### config.mk
export PLATFORM = sky130hd
export DESIGN_NAME = cal_alarm_unit
export DESIGN_NICKNAME = d
export VERILOG_FILES = /design/src/rtl/cal_alarm_pkg.sv /design/src/rtl/alarm_regfile.sv /design/src/rtl/alarm_matcher.sv /design/src/rtl/alarm_irq_ctl.sv /design/src/rtl/cal_alarm_unit.sv
export SDC_FILE = /design/constraint.sdc
export NUM_CORES = 1
export LEC_CHECK = 0
export ABC_AREA = 1
export BUFFER_PORTS_ARGS = -buffer_cell sky130_fd_sc_hd__buf_2
export CAP_MARGIN = 0
export CORE_ASPECT_RATIO = 0.8
export CORE_MARGIN = 10
export CORE_UTILIZATION = 55
export CTS_BUF_LIST = sky130_fd_sc_hd__clkbuf_4
export CTS_CLUSTER_DIAMETER = 80
export DETAILED_ROUTE_END_ITERATION = 7
export PLACE_DENSITY = 0.81
export SYNTH_ARGS = -nofsm -noshare
export SYNTH_HDL_FRONTEND = slang
export SYNTH_SLANG_ARGS = --single-unit
### constraint.sdc
create_clock -name clk -period 1.8 [get_ports clk]
set_clock_uncertainty 0.15 [all_clocks]
set_input_delay 0.09 -clock clk [delete_from_list [all_inputs] [get_ports clk]]
set_output_delay 0.09 -clock clk [all_outputs]
set_load 0.02 [all_outputs]
### src/rtl/cal_alarm_pkg.sv
package cal_alarm_pkg;
  localparam int unsigned NUM_FIELDS  = 6;
  localparam int unsigned DATA_W      = 8;
  localparam int unsigned ADDR_W      = 3;
  localparam int unsigned EN_BIT      = DATA_W - 1;
  localparam logic [ADDR_W-1:0] ADDR_STATUS = 3'd6;
  localparam logic [ADDR_W-1:0] ADDR_CTRL   = 3'd7;

  typedef logic [DATA_W-1:0] byte_t;
  typedef logic [NUM_FIELDS-1:0][DATA_W-1:0] fields_t;

  // A field passes when disabled or when its compare value equals the calendar.
  function automatic logic field_pass(input byte_t areg, input byte_t cval);
    logic en;
    byte_t cmp;
    en  = areg[EN_BIT];
    cmp = {1'b0, areg[EN_BIT-1:0]};
    return (!en) || (cmp == cval);
  endfunction

  function automatic logic field_enabled(input byte_t areg);
    return areg[EN_BIT];
  endfunction
endpackage

### src/rtl/alarm_regfile.sv
module alarm_regfile
  import cal_alarm_pkg::*;
(
  input  logic              clk,
  input  logic              rst_n,
  input  logic              reg_wr,
  input  logic              reg_rd,
  input  logic [ADDR_W-1:0] reg_addr,
  input  byte_t             reg_wdata,
  input  logic              flag,
  output byte_t             reg_rdata,
  output fields_t           alarm_regs,
  output logic              mode_pulsed,
  output logic              auto_clr,
  output logic              st_wr_clr,
  output logic              st_rd_clr
);
  logic [1:0] ctrl_q;

  genvar gi;
  generate
    for (gi = 0; gi < NUM_FIELDS; gi++) begin : g_areg
      always_ff @(posedge clk or negedge rst_n) begin
        if (!rst_n)
          alarm_regs[gi] <= '0;
        else if (reg_wr && (reg_addr == ADDR_W'(gi)))
          alarm_regs[gi] <= reg_wdata;
      end
    end
  endgenerate

  always_ff @(posedge clk or negedge rst_n) begin
    if (!rst_n)
      ctrl_q <= '0;
    else if (reg_wr && (reg_addr == ADDR_CTRL))
      ctrl_q <= reg_wdata[1:0];
  end

  assign mode_pulsed = ctrl_q[0];
  assign auto_clr    = ctrl_q[1];
  assign st_wr_clr   = reg_wr && (reg_addr == ADDR_STATUS) && !reg_wdata[0];
  assign st_rd_clr   = reg_rd && (reg_addr == ADDR_STATUS) && auto_clr;

  always_comb begin
    reg_rdata = '0;
    if (reg_addr == ADDR_STATUS)
      reg_rdata = {{(DATA_W-1){1'b0}}, flag};
    else if (reg_addr == ADDR_CTRL)
      reg_rdata = {{(DATA_W-2){1'b0}}, ctrl_q};
    else
      reg_rdata = alarm_regs[reg_addr];
  end
endmodule

### src/rtl/alarm_matcher.sv
module alarm_matcher
  import cal_alarm_pkg::*;
(
  input  fields_t                alarm_regs,
  input  fields_t                cal_now,
  input  logic                   sec_tick,
  output logic [NUM_FIELDS-1:0]  en_mask,
  output logic [NUM_FIELDS-1:0]  pass_mask,
  output logic                   fire
);
  genvar gi;
  generate
    for (gi = 0; gi < NUM_FIELDS; gi++) begin : g_fld
      assign en_mask[gi]   = field_enabled(alarm_regs[gi]);
      assign pass_mask[gi] = field_pass(alarm_regs[gi], cal_now[gi]);
    end
  endgenerate

  assign fire = sec_tick && (|en_mask) && (&pass_mask);
endmodule

### src/rtl/alarm_irq_ctl.sv
module alarm_irq_ctl #(
  parameter int unsigned PULSE_CYC = 4
) (
  input  logic clk,
  input  logic rst_n,
  input  logic fire,
  input  logic mode_pulsed,
  input  logic st_wr_clr,
  input  logic st_rd_clr,
  output logic flag,
  output logic irq_n
);
  localparam int unsigned CNT_W = $clog2(PULSE_CYC + 1);
  localparam logic [CNT_W-1:0] CNT_LOAD = CNT_W'(PULSE_CYC);

  logic [CNT_W-1:0] pulse_cnt;
  logic             pulse_on;

  always_ff @(posedge clk or negedge rst_n) begin
    if (!rst_n)
      flag <= 1'b0;
    else if (fire)
      flag <= 1'b1;
    else if (st_wr_clr || st_rd_clr)
      flag <= 1'b0;
  end

  always_ff @(posedge clk or negedge rst_n) begin
    if (!rst_n)
      pulse_cnt <= '0;
    else if (fire && mode_pulsed)
      pulse_cnt <= CNT_LOAD;
    else if (pulse_cnt != '0)
      pulse_cnt <= pulse_cnt - 1'b1;
  end

  assign pulse_on = (pulse_cnt != '0);
  assign irq_n    = mode_pulsed ? !pulse_on : !flag;
endmodule

### src/rtl/cal_alarm_unit.sv
module cal_alarm_unit
  import cal_alarm_pkg::*;
#(
  parameter int unsigned PULSE_CYC = 4
) (
  input  logic       clk,
  input  logic       rst_n,
  input  logic       sec_tick,
  input  logic [7:0] cal_sec,
  input  logic [7:0] cal_min,
  input  logic [7:0] cal_hour,
  input  logic [7:0] cal_date,
  input  logic [7:0] cal_month,
  input  logic [7:0] cal_wday,
  input  logic       reg_wr,
  input  logic       reg_rd,
  input  logic [2:0] reg_addr,
  input  logic [7:0] reg_wdata,
  output logic [7:0] reg_rdata,
  output logic       alarm_flag,
  output logic       irq_n
);
  fields_t                cal_now;
  fields_t                alarm_regs;
  logic [NUM_FIELDS-1:0]  en_mask;
  logic [NUM_FIELDS-1:0]  pass_mask;
  logic                   fire_w;
  logic                   mode_pulsed;
  logic                   auto_clr;
  logic                   st_wr_clr;
  logic                   st_rd_clr;
  logic                   flag_w;

  assign cal_now = {cal_wday, cal_month, cal_date, cal_hour, cal_min, cal_sec};

  alarm_regfile u_regs (
    .clk         (clk),
    .rst_n       (rst_n),
    .reg_wr      (reg_wr),
    .reg_rd      (reg_rd),
    .reg_addr    (reg_addr),
    .reg_wdata   (reg_wdata),
    .flag        (flag_w),
    .reg_rdata   (reg_rdata),
    .alarm_regs  (alarm_regs),
    .mode_pulsed (mode_pulsed),
    .auto_clr    (auto_clr),
    .st_wr_clr   (st_wr_clr),
    .st_rd_clr   (st_rd_clr)
  );

  alarm_matcher u_match (
    .alarm_regs (alarm_regs),
    .cal_now    (cal_now),
    .sec_tick   (sec_tick),
    .en_mask    (en_mask),
    .pass_mask  (pass_mask),
    .fire       (fire_w)
  );

  alarm_irq_ctl #(.PULSE_CYC(PULSE_CYC)) u_irq (
    .clk         (clk),
    .rst_n       (rst_n),
    .fire        (fire_w),
    .mode_pulsed (mode_pulsed),
    .st_wr_clr   (st_wr_clr),
    .st_rd_clr   (st_rd_clr),
    .flag        (flag_w),
    .irq_n       (irq_n)
  );

  assign alarm_flag = flag_w;
endmodule

[Yosys cells after proc, flatten, opt, wreduce, memory -nomap -nowiden]
Cells that the tools add are included.
Cells by class
  equality and inequality tests: 13
  mux-type cells: 9
  reduce and logical (&&, ||, !) cells: 36
  $add $sub $neg: 1
  magnitude comparators: 1
Operators with widths (count)
  7-bit by 8-bit equality test with 1-bit output: 6
  8-bit binary-select mux with 3-bit select: 1
  8-bit two-way mux: 3
  1-bit logical AND: 14
  3-bit equality test (second input constant): 4
  1-bit zero test: 9
  1-bit logical OR: 7
  3-bit by 2-bit equality test with 1-bit output (second input constant): 2
  3-bit two-way mux: 2
  6-bit AND reduction: 1
  6-bit OR reduction: 1
  3-bit by 4-bit < comparator with 1-bit output (second input constant): 1
  2-bit nonzero test: 2
  3-bit by 1-bit equality test with 1-bit output (second input constant): 1
  3-bit zero test: 1
  1-bit two-way mux: 3
  3-bit nonzero test: 1
  3-bit by 1-bit subtractor with 3-bit output (second input constant): 1
Word-level totals
  register bits: 54
  input bits: 64
  output and inout bits: 10

[Logic depth before layout (Yosys ltp)]
Gate-level depths: netlist (run 1).
  depth after elaboration: 6
  gate-level depth with buffers: 13

[By module]
From an unflattened synthesis (run 1), not the netlist that was laid out.
Unflattened totals
  cell total of the unflattened synthesis: 549
  area, all modules: 3595.9 um^2
By module, submodules not included
  alarm_regfile: area an instance 2431.1 um^2, times used 1, cells each 302, sequential area each 1251.2 um^2
  alarm_matcher: area an instance 940.9 um^2, times used 1, cells each 220, sequential area each 0.0 um^2
  alarm_irq_ctl: area an instance 224.0 um^2, times used 1, cells each 27, sequential area each 100.1 um^2

[Least setup slack after synthesis (run 1)]
Ideal clock, no wire load.
  path type: register -> output
  start point: register u_regs.ctrl_q[1]
  end point: output reg_rdata[1]
  cell stages (with the launch flop): 3
  required time: 1.560 ns
  data arrival time: 1.228 ns
  path slack: 0.332 ns
  cell sequence: dfrtp_1 -> inv_1 -> o311ai_0
Between the ends
  longest elaborated chain between the ends: 2
Ends and longest elaborated chain
  start: declaration: line alarm_regfile.sv:18  | logic [1:0] ctrl_q;
  start signal: assignment: line alarm_regfile.sv:36  | ctrl_q <= reg_wdata[1:0];
  8-bit two-way mux: line alarm_regfile.sv:48  | else if (reg_addr == ADDR_CTRL)
  8-bit two-way mux: line alarm_regfile.sv:46  | if (reg_addr == ADDR_STATUS)
  end: declaration: line cal_alarm_unit.sv:19  | output logic [7:0] reg_rdata,
No other way between the ends.

[Worst setup path after layout (run 1)]
  start point: register u_regs.alarm_regs[9] (netlist name)
  end point: output reg_rdata[1]
Between the ends
  longest elaborated chain between the ends: 4
Ends and longest elaborated chain
  start: declaration: line alarm_regfile.sv:12  | output fields_t alarm_regs,
  start signal: indexed assignment: line alarm_regfile.sv:27  | alarm_regs[gi] <= reg_wdata;
  8-bit binary-select mux with 3-bit select: line alarm_regfile.sv:51  | reg_rdata = alarm_regs[reg_addr];
  8-bit two-way mux (implied by the code): line alarm_regfile.sv:51
  8-bit two-way mux: line alarm_regfile.sv:48
  8-bit two-way mux: line alarm_regfile.sv:46
No other way between the ends. The select of a mux whose other input is x is not followed.

==> results of run 1 <==
cells in the final DEF, fill, tap and decap left out:
cell type	netlist	routed
sky130_fd_sc_hd__o22ai_2	0	3
sky130_fd_sc_hd__a22oi_1	6	6
sky130_fd_sc_hd__o21ai_1	2	4
sky130_fd_sc_hd__nand4_1	2	2
sky130_fd_sc_hd__inv_2	2	5
sky130_fd_sc_hd__clkbuf_4	0	6
sky130_fd_sc_hd__o22ai_1	5	2
sky130_fd_sc_hd__o31ai_1	1	1
sky130_fd_sc_hd__ha_1	2	2
sky130_fd_sc_hd__nand2_2	2	2
sky130_fd_sc_hd__clkinv_1	0	1
sky130_fd_sc_hd__nand2_1	205	205
sky130_fd_sc_hd__o21ai_0	59	57
sky130_fd_sc_hd__mux2i_1	1	1
sky130_fd_sc_hd__nand3_2	0	1
sky130_fd_sc_hd__xor2_1	2	2
sky130_fd_sc_hd__buf_4	0	8
sky130_fd_sc_hd__xnor2_1	6	6
sky130_fd_sc_hd__nor2_1	30	29
sky130_fd_sc_hd__dfrtp_1	54	54
sky130_fd_sc_hd__nand3_1	13	12
sky130_fd_sc_hd__o2111ai_1	5	3
sky130_fd_sc_hd__buf_2	6	71
sky130_fd_sc_hd__nor2_2	1	2
sky130_fd_sc_hd__dlygate4sd3_1	0	14
sky130_fd_sc_hd__a21oi_1	5	5
sky130_fd_sc_hd__o311ai_1	0	1
sky130_fd_sc_hd__o2111ai_2	0	2
sky130_fd_sc_hd__inv_1	98	95
sky130_fd_sc_hd__clkinv_2	0	1
worst register-to-register path: stages (launching register included):
cell and delay, ps:
sky130_fd_sc_hd__dfrtp_1 410, sky130_fd_sc_hd__buf_4 120, sky130_fd_sc_hd__nand2_1 40, sky130_fd_sc_hd__nand2_1 50, sky130_fd_sc_hd__nand2_1 50, sky130_fd_sc_hd__nor2_1 150
sky130_fd_sc_hd__nand2_1 80, sky130_fd_sc_hd__nand2_1 60, sky130_fd_sc_hd__nand2_1 70, sky130_fd_sc_hd__nor2_1 160, sky130_fd_sc_hd__nand3_2 100, sky130_fd_sc_hd__nand2_1 70
sky130_fd_sc_hd__inv_1 30
registers in the layout, summed over array words and instances, names as in the netlist:
register / cells
u_irq.flag: 1
u_irq.pulse_cnt: 3
u_regs.alarm_regs: 48
u_regs.ctrl_q: 2
synth_stat cells:
| cell type | instances | area share |
|---|---|---|
| sky130_fd_sc_hd__nand2_1 | 205 | 0.23 |
| sky130_fd_sc_hd__inv_1 | 98 | 0.11 |
| sky130_fd_sc_hd__o21ai_0 | 59 | 0.089 |
| sky130_fd_sc_hd__dfrtp_1 | 54 | 0.41 |
| sky130_fd_sc_hd__nor2_1 | 30 | 0.034 |
| sky130_fd_sc_hd__nand3_1 | 13 | 0.020 |
| sky130_fd_sc_hd__a22oi_1 | 6 | 0.014 |
| sky130_fd_sc_hd__buf_2 | 6 | 0.0091 |
| sky130_fd_sc_hd__xnor2_1 | 6 | 0.016 |
| sky130_fd_sc_hd__a21oi_1 | 5 | 0.0075 |
| sky130_fd_sc_hd__o2111ai_1 | 5 | 0.013 |
| sky130_fd_sc_hd__o22ai_1 | 5 | 0.0094 |
| sky130_fd_sc_hd__clkbuf_1 | 3 | 0.0034 |
| sky130_fd_sc_hd__ha_1 | 2 | 0.0075 |
| sky130_fd_sc_hd__inv_2 | 2 | 0.0023 |
| sky130_fd_sc_hd__nand2_2 | 2 | 0.0038 |
| sky130_fd_sc_hd__nand4_1 | 2 | 0.0038 |
| sky130_fd_sc_hd__o21ai_1 | 2 | 0.0030 |
| sky130_fd_sc_hd__xor2_1 | 2 | 0.0053 |
| sky130_fd_sc_hd__mux2i_1 | 1 | 0.0030 |
| sky130_fd_sc_hd__nor2_2 | 1 | 0.0019 |
| sky130_fd_sc_hd__o311ai_0 | 1 | 0.0026 |
| sky130_fd_sc_hd__o31ai_1 | 1 | 0.0023 |
area by class of cell:
| cell class | count | area, sq um |
|---|---|---|
| inverters | 100 | 375 |
| flip-flops and latches | 54 | 1350 |
| clock inverters | 2 | 8.76 |
| fillers | 558 | 1850 |
| well taps | 81 | 101 |
| clock buffers | 6 | 45.0 |
| multi-input cells | 348 | 1590 |
| repair buffers | 93 | 556 |
power by group through the flow:
stage               Combinational, W  Sequential (W)  Clock (W)
floorplan                   0.000809         0.00168          0
global placement             0.00113         0.00172          0
detailed placement           0.00116         0.00173          0
CTS                          0.00121         0.00170   0.000540
global route                 0.00145         0.00175   0.000599
finish                       0.00126         0.00171   0.000544
metal layers:
| metal | vias to the layer above | wire [um] | GRT usage |
|---|---|---|---|
| li1 | 1745 | - | - |
| met2 | 154 | 4390 | 0.323 |
| met5 | - | 0 | 0 |
| met4 | 0 | 127 | 0.0528 |
| met3 | 11 | 864 | 0.0389 |
| met1 | 1589 | 4290 | 0.273 |
through the flow:
step	total power, W	cell area (sq um)	setup slack, ps
2_1_floorplan	0.00249	3320	332
3_3_place_gp	0.00285	3770	219
3_5_place_dp	0.00289	3770	194
4_1_cts	0.00345	3960	24.7
5_1_grt	0.00380	4030	-3.30
6_report	0.00351	4030	45.0
cell families after synthesis:
logic type / Yosys count / synth area share
buf+inv: 109 / 0.126
simple gates: 253 / 0.295
fa+ha+maj: 2 / 0.00754
compound gates: 84 / 0.141
xor+xnor: 8 / 0.0211
mux: 1 / 0.00302
flops: 54 / 0.407
worst max-delay path by stage:
stage	to	slack [ps]	cells after the start
3_5_place_dp	u_irq.pulse_cnt[1]	190	12
6_report	reg_rdata[1]	40	5
2_1_floorplan	reg_rdata[1]	330	2
4_1_cts	reg_rdata[1]	20	5
5_1_grt	reg_rdata[1]	-3	5
3_3_place_gp	u_irq.pulse_cnt[1]	220	12
what timing repair did:
item,CTS,global route
endpoints found under the hold margin,86,0
hold buffers,14,0
resized for setup,2,13
pin swaps,0,2
endpoints found under the setup margin,1,6
buffers inserted,0,3
==> key figures, run 1 <==
STA
  • Setup violation total in the final timing report: 0
  • Final hold violation count: 1
  • Number of max-slew violations in the final report: 0
  • Highest Clock Rate: 0.570 GHz
  • Time the worst path needs with I/O delays and setup: 1760 ps
  • Fin Hold WS: -5.00 ps
  • Rel. slew slack: 0.533
  • Share of the cycle needed by the critical path after routing: 0.975
  • Fin Setup TNS: 0 ps
  • Worst Max-Slew Pin Slew: 701 ps

Worst setup path
  • Combined buffer and inverter count along the critical path: 2
  • CP Data Required Time: 1560 ps
  • Ordered cell list for the critical path: inv_2 > o22ai_2 > o21ai_1 > o311ai_1 > buf_2
  • Register-to-register path setup slack: 150 ps
  • Critical path peak fanout: 3
  • Cell with the largest stage delay on the worst path: sky130_fd_sc_hd__dfrtp_1
  • Worst setup path start: u_regs.alarm_regs[9]
  • Peak per-stage delay on the critical path: 430 ps
  • End of the worst register-to-register path: u_irq.pulse_cnt[0]
  • Worst r2r src: u_regs.alarm_regs[9]
  • Kind of end point of the critical path: primary output
  • Largest delay contributor family on the critical path: compound AO/OA/AOI/OAI gates
  • Number of cells on the worst reg-to-reg path: 12
  • Worst Setup Path Type: flop to primary output
  • Worst endpoint data arrival time: 1520 ps
  • Launching element type of the critical path: flop

CTS
  • Clock edge transition at the registers on the reported setup and hold paths: 150 ps
  • H-tree level count: 2
  • TritonCTS clock tree: done
  • Clock tree sinks: 54
  • Largest buffer count on any clock path: 2
  • Total CTS buffers: 5
  • Clock latency at the later pin of the worst-skew pair: 380 ps
  • Root buffer cell: sky130_fd_sc_hd__clkbuf_4

Finish
  • Filler-free cell count of the finished design: 684
  • Area growth syn-to-layout: 21.3%
  • Final antenna diode count: 0
  • Finished Core Util: 0.685
  • Layout Nets: 668
  • Proportion of layout cells with a drive suffix above 1: 0.167

Worst hold path
  • Hold WC Path Type: input pin to flop
  • Hold endpoint: u_regs.ctrl_q[0]
  • Worst min-delay path startpoint: reg_wdata[0]
  • Worst hold path cell count: 3

Place
  • RD Place Congestion: 0.937
  • Detailed placer's ending HPWL: 7.31 mm
  • Placed cell count: 659
  • Count of port buffers added during placement: 73

Die
  • Number of placement rows: 25
  • Initial Util: 0.564
  • DIE AREA: 0.00956 sq mm
  • Placeable core region: 0.00588 sq mm
  • Total I/O pin count: 74
  • Die Ht: 89.5 um
  • Die Width: 107 um

Detailed routing
  • DRC violations left: 0
  • Final wirelength: 9.67 mm
  • Post-detailed-route via-to-cell ratio: 5.12
  • Routed length per instance: 14.1 um
  • Final ANT Viol Nets: 0
  • DRT iter0 DRCs: 263
  • Total number of vias: 3499
  • DR pass1 iterations: 5

Synthesis
  • Net Count, Synth: 577
  • Netlist Area Pre-Place: 0.00332 sq mm
  • Sequential-to-total area share from yosys stat: 0.407
  • Number of warning messages in the yosys log: 0
  • Post-synthesis cell count: 511
  • Number of synthesized register bits: 54
  • Syn Area/Cell: 6.49 sq um
  • Count of unique library cells instantiated by Yosys: 23

Pwr
  • Combinational group share of total power: 0.358
  • Sequential Power Share: 0.488
  • Power density over the cells: 873 mW/mm^2
  • Pint: 0.00216 W
  • P_sw: 0.00136 W
  • LEAKAGE: 2.29 nW
  • Maximum ir drop on the vdd rail: 0.468 mV
  • Switching Share: 0.386
  • Clock network fraction of design power: 0.155

GRT
  • GRT overflow: 0
  • Maximum number of pins on one net before global-route repair: 55
  • Antenna violations before repair: 0
  • Global-route wire length before repair: 15.4 mm
  • Global-route usage over all layers: 0.202
  • Vias in the first global route: 3204

Job
  • Number of maximum-capacitance constraint violations: 0

Status
  • Violations in the final reports: hold timing
  • Status: finished with violations
(Power assumes the default switching activity.)
==> run 2: changes to the inputs <==
==> constraint.sdc (replaced) <==
create_clock -name clk -period 2.2 [get_ports clk]
set_clock_uncertainty 0.15 [all_clocks]
set_input_delay 0.11 -clock clk [delete_from_list [all_inputs] [get_ports clk]]
set_output_delay 0.11 -clock clk [all_outputs]
set_load 0.02 [all_outputs]
==> key figures, run 2 (synthesis gave the netlist of run 1 again) <==
Finish
  • Final antenna diode count: 0 (unchanged)
  • Commonest non-fill, non-tap cell in the layout: sky130_fd_sc_hd__nand2_1 (unchanged)
  • Most frequent cells in the layout: sky130_fd_sc_hd__nand2_1 (205), sky130_fd_sc_hd__inv_1 (98), sky130_fd_sc_hd__buf_2 (73) (was sky130_fd_sc_hd__nand2_1 (205), sky130_fd_sc_hd__inv_1 (95), sky130_fd_sc_hd__buf_2 (71))
  • Filler-free cell count of the finished design: 681 (was 684)
  • Finished Core Util: 0.678 (was 0.685)
  • Layout Nets: 665 (was 668)
  • Area growth syn-to-layout: 20.1% (was 21.3%)
  • Top reg by flops: u_regs.alarm_regs (unchanged)
  • Biggest registers after layout: u_regs.alarm_regs (48), u_irq.pulse_cnt (3), u_regs.ctrl_q (2) (unchanged)
  • Number of flip-flops in the largest register: 48 (unchanged)
  • Proportion of layout cells with a drive suffix above 1: 0.153 (was 0.167)
  • Fill count: 553 (was 558)

Worst setup path
  • End of the worst register-to-register path: u_irq.flag (was u_irq.pulse_cnt[0])
  • Critical path peak fanout: 4 (was 3)
  • Largest delay contributor family on the critical path: buffers and inverters (was compound AO/OA/AOI/OAI gates)
  • Number of cells on the worst reg-to-reg path: 12 (unchanged)
  • Combined buffer and inverter count along the critical path: 4 (was 2)
  • Register-to-register path setup slack: 180 ps (was 150 ps)
  • Launching element type of the critical path: input pin (was flop)
  • Worst r2r src: u_regs.alarm_regs[9] (unchanged)
  • CP Data Required Time: 2390 ps (was 1560 ps)
  • Cell repeated most along the worst path: sky130_fd_sc_hd__dlygate4sd3_1
  • Ordered cell list for the critical path: dlygate4sd3_1 > buf_2 > nand2_1 > nor2_2 > nand2_1 > dlygate4sd3_1 > o21ai_0 > dlygate4sd3_1 (was inv_2 > o22ai_2 > o21ai_1 > o311ai_1 > buf_2)
  • Cell with the largest stage delay on the worst path: sky130_fd_sc_hd__dlygate4sd3_1 (was sky130_fd_sc_hd__dfrtp_1)
  • Kind of end point of the critical path: flop (was primary output)
  • Worst endpoint data arrival time: 2290 ps (was 1520 ps)
  • Number of logic stages on the critical path including buffering: 8 (was 5)
  • Peak per-stage delay on the critical path: 560 ps (was 430 ps)
  • Worst Setup Path Type: input pin to flop (was flop to primary output)

STA
  • Fin Setup TNS: 0 ps (unchanged)
  • Final Worst Setup Slack: 104 ps (was 45.0 ps)
  • Highest Clock Rate: 0.477 GHz
  • Rel. slew slack: 0.436 (was 0.533)
  • Share of the cycle needed by the critical path after routing: 0.953
  • Time the worst path needs with I/O delays and setup: 2100 ps
  • Setup violation total in the final timing report: 0 (unchanged)
  • Number of max-slew violations in the final report: 0 (unchanged)
  • Worst Max-Slew Pin Slew: 845 ps (was 701 ps)
  • Unrepaired setup endpoints after global routing: false
  • Final hold violation count: 0 (was 1)

Pwr
  • Pint: 0.00186 W (was 0.00216 W)
  • Clock network fraction of design power: 0.187 (was 0.155)
  • Combinational group share of total power: 0.342 (was 0.358)
  • P_sw: 0.00112 W (was 0.00136 W)
  • LEAKAGE: 2.27 nW (was 2.29 nW)
  • Maximum ir drop on the vdd rail: 0.458 mV (was 0.468 mV)
  • Power density over the cells: 747 mW/mm^2 (was 873 mW/mm^2)
  • Sequential Power Share: 0.470 (was 0.488)
  • Switching Share: 0.376 (was 0.386)

Die
  • Initial Util: 0.564 (unchanged)
  • Total I/O pin count: 74 (unchanged)
  • Die Width: 107 um (unchanged)
  • Number of placement rows: 25 (unchanged)
  • DIE AREA: 0.00956 sq mm (unchanged)
  • Die Ht: 89.5 um (unchanged)
  • Placeable core region: 0.00588 sq mm (unchanged)

CTS
  • Total CTS buffers: 5 (unchanged)
  • H-tree level count: 2 (unchanged)
  • Clock edge transition at the registers on the reported setup and hold paths: 170 ps (was 150 ps)
  • TritonCTS clock tree: done (unchanged)
  • Clock latency at the later pin of the worst-skew pair: 390 ps (was 380 ps)
  • Clock tree sinks: 54 (unchanged)
  • Largest buffer count on any clock path: 2 (unchanged)
  • Root buffer cell: sky130_fd_sc_hd__clkbuf_4 (unchanged)

Place
  • Detailed placer's ending HPWL: 7.56 mm (was 7.31 mm)
  • Placed cell count: 660 (was 659)
  • Worst slack after detailed placement: 537 ps (was 194 ps)
  • Count of port buffers added during placement: 73 (unchanged)
  • RD Place Congestion: 0.961 (was 0.937)

GRT
  • Global-route wire length before repair: 15.7 mm (was 15.4 mm)
  • Maximum number of pins on one net before global-route repair: 39 (was 55)
  • Vias in the first global route: 3343 (was 3204)
  • Global-route usage over all layers: 0.206 (was 0.202)
  • Antenna violations before repair: 0 (unchanged)
  • GRT overflow: 0 (unchanged)

Detailed routing
  • DRT iter0 DRCs: 294 (was 263)
  • Final ANT Viol Nets: 0 (unchanged)
  • DRC violations left: 0 (unchanged)
  • DR pass1 iterations: 5 (unchanged)
  • Total number of vias: 3515 (was 3499)
  • Routed length per instance: 14.5 um (was 14.1 um)
  • Final wirelength: 9.87 mm (was 9.67 mm)
  • Post-detailed-route via-to-cell ratio: 5.16 (was 5.12)

Job
  • Number of maximum-capacitance constraint violations: 0 (unchanged)

Worst hold path
  • Worst min-delay path startpoint: reg_wdata[0] (unchanged)
  • Hold WC Path Type: input pin to flop (unchanged)
  • Worst hold path cell count: 3 (unchanged)
  • Hold endpoint: u_regs.alarm_regs[0] (was u_regs.ctrl_q[0])

Status
  • Status: finished clean (was finished with violations)
run 2: cell types whose count changed in the layout (fill, tap and decap cells not counted), moves of 2 or more:
cell / before / now
sky130_fd_sc_hd__inv_1: 95 / 98
sky130_fd_sc_hd__o21ai_0: 57 / 59
sky130_fd_sc_hd__o22ai_2: 3 / 0
sky130_fd_sc_hd__o2111ai_1: 3 / 5
sky130_fd_sc_hd__buf_4: 8 / 4
sky130_fd_sc_hd__buf_2: 71 / 73
sky130_fd_sc_hd__o21ai_1: 4 / 2
sky130_fd_sc_hd__o2111ai_2: 2 / 0
sky130_fd_sc_hd__o22ai_1: 2 / 5
sky130_fd_sc_hd__inv_2: 5 / 2
run 2: how the worst max path moves through the flow:
stage / start / to
2_1_floorplan: u_regs.ctrl_q[1] / reg_rdata[1]
3_3_place_gp: u_regs.alarm_regs[9] / u_irq.pulse_cnt[1]
3_5_place_dp: u_regs.alarm_regs[9] / u_irq.pulse_cnt[1]
4_1_cts: reg_wr / u_regs.ctrl_q[1]
5_1_grt: reg_wr / u_regs.ctrl_q[1]
6_report: reg_wr / u_regs.ctrl_q[1]
run 2: layer usage:
metal	GRT usage	part of all wire	vias to the layer above	wire length, um
met5	0	0	-	0
met1	0.265	0.42	1593	4140
met2	0.334	0.47	161	4600
met4	0.0748	0.023	0	223
li1	-	-	1733	-
met3	0.0490	0.092	28	908
run 2: area by class of cell:
class	instances	area, sq um	area share
Clock inverter	3	40.0	0.0100
Tap cell	81	101	0.0254
Timing Repair Buffer	90	526	0.132
Inverter	100	375	0.0942
Multi-Input combinational cell	348	1560	0.390
Clock buffer	5	37.5	0.00942
Sequential cell	54	1350	0.339
run 2: power groups by stage:
stage	Combinational, W	Sequential, W	Clock (W)
2_1_floorplan	0.000662	0.00137	0
3_3_place_gp	0.000929	0.00141	0
3_5_place_dp	0.000962	0.00141	0
4_1_cts	0.00101	0.00139	0.000564
5_1_grt	0.00118	0.00143	0.000601
6_report	0.00102	0.00140	0.000558
run 2: metrics by stage:
step	hold WS, ps	area (sq um)	total power (W)
after global placement	113	3770	0.00234
after floorplan	-336	3320	0.00204
after detailed placement	111	3770	0.00238
after CTS	5.48	3980	0.00297
final	39.3	3990	0.00298
after global routing	21.3	3990	0.00321
run 2: worst register-to-register path: stages (launching register included):
cell and delay, ps:
sky130_fd_sc_hd__dfrtp_1 440, sky130_fd_sc_hd__inv_1 110, sky130_fd_sc_hd__nand2_1 60, sky130_fd_sc_hd__nand2_1 60, sky130_fd_sc_hd__nand2_1 50, sky130_fd_sc_hd__nor2_1 140, sky130_fd_sc_hd__nand2_1 70, sky130_fd_sc_hd__nand2_1 60
sky130_fd_sc_hd__nand2_1 80, sky130_fd_sc_hd__nor2_2 120, sky130_fd_sc_hd__nand2_1 70, sky130_fd_sc_hd__nand2_1 50, sky130_fd_sc_hd__dlygate4sd3_1 530
run 2: timing repair:
| item | 4_1_cts | 5_1_grt |
|---|---|---|
| resized for setup | 0 | 2 |
| setup endpoints to repair | 0 | 2 |
| hold buffers | 13 | 0 |
| hold endpoints to repair | 60 | 0 |
| setup buffers | 0 | 0 |
==> run 3: changes to the inputs <==
--- a/config.mk
+++ b/config.mk
@@ -10,11 +10,11 @@
 export CAP_MARGIN = 0
 export CORE_ASPECT_RATIO = 0.8
 export CORE_MARGIN = 10
-export CORE_UTILIZATION = 55
+export CORE_UTILIZATION = 50
 export CTS_BUF_LIST = sky130_fd_sc_hd__clkbuf_4
 export CTS_CLUSTER_DIAMETER = 80
 export DETAILED_ROUTE_END_ITERATION = 7
-export PLACE_DENSITY = 0.81
+export PLACE_DENSITY = 0.75
 export SYNTH_ARGS = -nofsm -noshare
 export SYNTH_HDL_FRONTEND = slang
 export SYNTH_SLANG_ARGS = --single-unit
==> key figures, run 3 (synthesis gave the netlist of run 1 again) <==
GRT
  • Global-route usage over all layers: 0.184 (was 0.206)
  • Vias in the first global route: 3218 (was 3343)
  • GRT overflow: 0 (unchanged)
  • Maximum number of pins on one net before global-route repair: 24 (was 39)
  • Antenna violations before repair: 0 (unchanged)
  • Global-route wire length before repair: 15.8 mm (was 15.7 mm)

CTS
  • Largest buffer count on any clock path: 2 (unchanged)
  • Number of buffers inserted by post-CTS setup repair: 0 (unchanged)
  • Clock edge transition at the registers on the reported setup and hold paths: 150 ps (was 170 ps)
  • Clock tree sinks: 54 (unchanged)
  • Clock latency at the later pin of the worst-skew pair: 380 ps (was 390 ps)
  • TritonCTS clock tree: done (unchanged)
  • Total of cells resized after clock tree synthesis: 0 (unchanged)
  • H-tree level count: 2 (unchanged)
  • Total CTS buffers: 5 (unchanged)
  • Root buffer cell: sky130_fd_sc_hd__clkbuf_4 (unchanged)

Die
  • DIE AREA: 0.0103 sq mm (was 0.00956 sq mm)
  • Die Ht: 92.9 um (was 89.5 um)
  • Initial Util: 0.518 (was 0.564)
  • Number of placement rows: 26 (was 25)
  • Die Width: 111 um (was 107 um)
  • Placeable core region: 0.00641 sq mm (was 0.00588 sq mm)
  • Total I/O pin count: 74 (unchanged)

Worst hold path
  • Hold WC Path Type: input pin to asynchronous set/reset pin (was input pin to flop)

Worst setup path
  • CP Data Required Time: 2380 ps (was 2390 ps)
  • Worst Setup Path Type: input pin to flop (unchanged)
  • Launching element type of the critical path: input pin (unchanged)
  • Worst endpoint data arrival time: 2280 ps (was 2290 ps)
  • Critical path peak fanout: 4 (unchanged)
  • Kind of end point of the critical path: flop (unchanged)

Pwr
  • Power density over the cells: 715 mW/mm^2 (was 747 mW/mm^2)
  • Maximum ir drop on the vdd rail: 0.274 mV (was 0.458 mV)
  • LEAKAGE: 2.25 nW (was 2.27 nW)

Finish
  • Fill count: 595 (was 553)
  • Layout Nets: 664 (was 665)
  • Commonest non-fill, non-tap cell in the layout: sky130_fd_sc_hd__nand2_1 (unchanged)
  • Most frequent cells in the layout: sky130_fd_sc_hd__nand2_1 (205), sky130_fd_sc_hd__inv_1 (98), sky130_fd_sc_hd__buf_2 (73) (unchanged)
  • Biggest registers after layout: u_regs.alarm_regs (48), u_irq.pulse_cnt (3), u_regs.ctrl_q (2) (unchanged)
  • Area growth syn-to-layout: 18.9% (was 20.1%)
  • Top reg by flops: u_regs.alarm_regs (unchanged)
  • Final antenna diode count: 0 (unchanged)
  • Proportion of layout cells with a drive suffix above 1: 0.145 (was 0.153)
  • Number of flip-flops in the largest register: 48 (unchanged)
  • Finished layout cell area: 0.00395 sq mm (was 0.00399 sq mm)

Place
  • Cell area after placement: 0.00378 sq mm (was 0.00377 sq mm)
  • RD Place Congestion: 0.907 (was 0.961)
  • Detailed placer's ending HPWL: 7.63 mm (was 7.56 mm)
  • Count of port buffers added during placement: 73 (unchanged)

STA
  • Fin Hold WS: -6.14 ps (was 39.3 ps)
  • Highest Clock Rate: 0.476 GHz (was 0.477 GHz)
  • Worst Max-Slew Pin Slew: 479 ps (was 845 ps)
  • Final hold violation count: 5 (was 0)
  • Share of the cycle needed by the critical path after routing: 0.954 (was 0.953)
  • Rel. slew slack: 0.680 (was 0.436)
  • Unrepaired setup endpoints after global routing: false (unchanged)
  • Fin Setup TNS: 0 ps (unchanged)
  • Number of max-slew violations in the final report: 0 (unchanged)
  • Time the worst path needs with I/O delays and setup: 2100 ps (about the same)
  • Setup violation total in the final timing report: 0 (unchanged)

Detailed routing
  • Total number of vias: 3451 (was 3515)
  • DR pass1 iterations: 5 (unchanged)
  • Final ANT Viol Nets: 0 (unchanged)
  • Routed length per instance: 14.3 um (was 14.5 um)
  • Final wirelength: 9.78 mm (was 9.87 mm)
  • DRC violations left: 0 (unchanged)
  • Post-detailed-route via-to-cell ratio: 5.05 (was 5.16)
  • DRT iter0 DRCs: 352 (was 294)

Job
  • Number of maximum-capacitance constraint violations: 0 (unchanged)

Status
  • Violations in the final reports: hold timing
  • Status: finished with violations (was finished clean)
==> run 3: power by group <==
part | internal, W | leakage, nW | switching, W
combinational | 0.000406 | 1.55 | 0.000583
sequential | 0.00120 | 0.675 | 0.000200
clock | 0.000115 | 0.0277 | 0.000314
==> run 3: cell type report <==
type	instances	area, sq um	share of cell area
multi-input combinational	348	1550	0.393
sequential	54	1350	0.342
timing repair buffer	89	515	0.131
inverter	100	375	0.0951
tap	84	105	0.0266
clock buffer	5	37.5	0.00951
clock inverter	3	11.3	0.00285
==> run 3: per-stage QoR <==
step	std cells	power [W]	hold slack (ps)	setup WS [ps]	util
after floorplan	511	0.00204	-336	712	-
after global placement	663	0.00234	-121	618	0.589
after detailed placement	663	0.00237	-117	596	0.589
after CTS	682	0.00282	0.602	137	0.614
after global routing	683	0.00306	27.3	31.0	0.616
final	683	0.00282	-6.14	101	0.616
==> run 3: path summary, 6_finish.rpt <==
path / cells past startpoint / start / slack [ps] / endpoint
max: 8 / reg_wr / 100 / u_regs.ctrl_q[1]
min: 2 / rst_n / -6 / u_regs.alarm_regs[35]
max reg2reg: 11 / u_regs.alarm_regs[0] / 550 / u_irq.pulse_cnt[0]
min reg2reg: 2 / u_regs.alarm_regs[41] / 370 / u_regs.alarm_regs[41]
max in group asynchronous: 3 / rst_n / 1280 / u_regs.alarm_regs[12]
min in group clk: 5 / reg_addr[2] / 0 / u_regs.ctrl_q[0]
==> run 3: what timing repair did <==
item | 4_1_cts | 5_1_grt
hold buffers | 11 | 1
endpoints found under the setup margin | 0 | 0
endpoints found under the hold margin | 76 | 1
==> run 3: worst max-delay path: stages <==
cell	delay [ps]
sky130_fd_sc_hd__dlygate4sd3_1	520
sky130_fd_sc_hd__buf_2	130
sky130_fd_sc_hd__nand2_1	70
sky130_fd_sc_hd__nor2_1	190
sky130_fd_sc_hd__nand2_1	80
sky130_fd_sc_hd__dlygate4sd3_1	560
sky130_fd_sc_hd__o21ai_0	70
sky130_fd_sc_hd__dlygate4sd3_1	560
==> run 3: routing by layer <==
| layer | vias to the layer above | global-route usage | wire [um] |
|---|---|---|---|
| met5 | - | 0 | 0 |
| met4 | 0 | 0.0427 | 147 |
| met3 | 13 | 0.0496 | 853 |
| met2 | 133 | 0.289 | 4340 |
| met1 | 1569 | 0.249 | 4440 |
| li1 | 1736 | - | - |
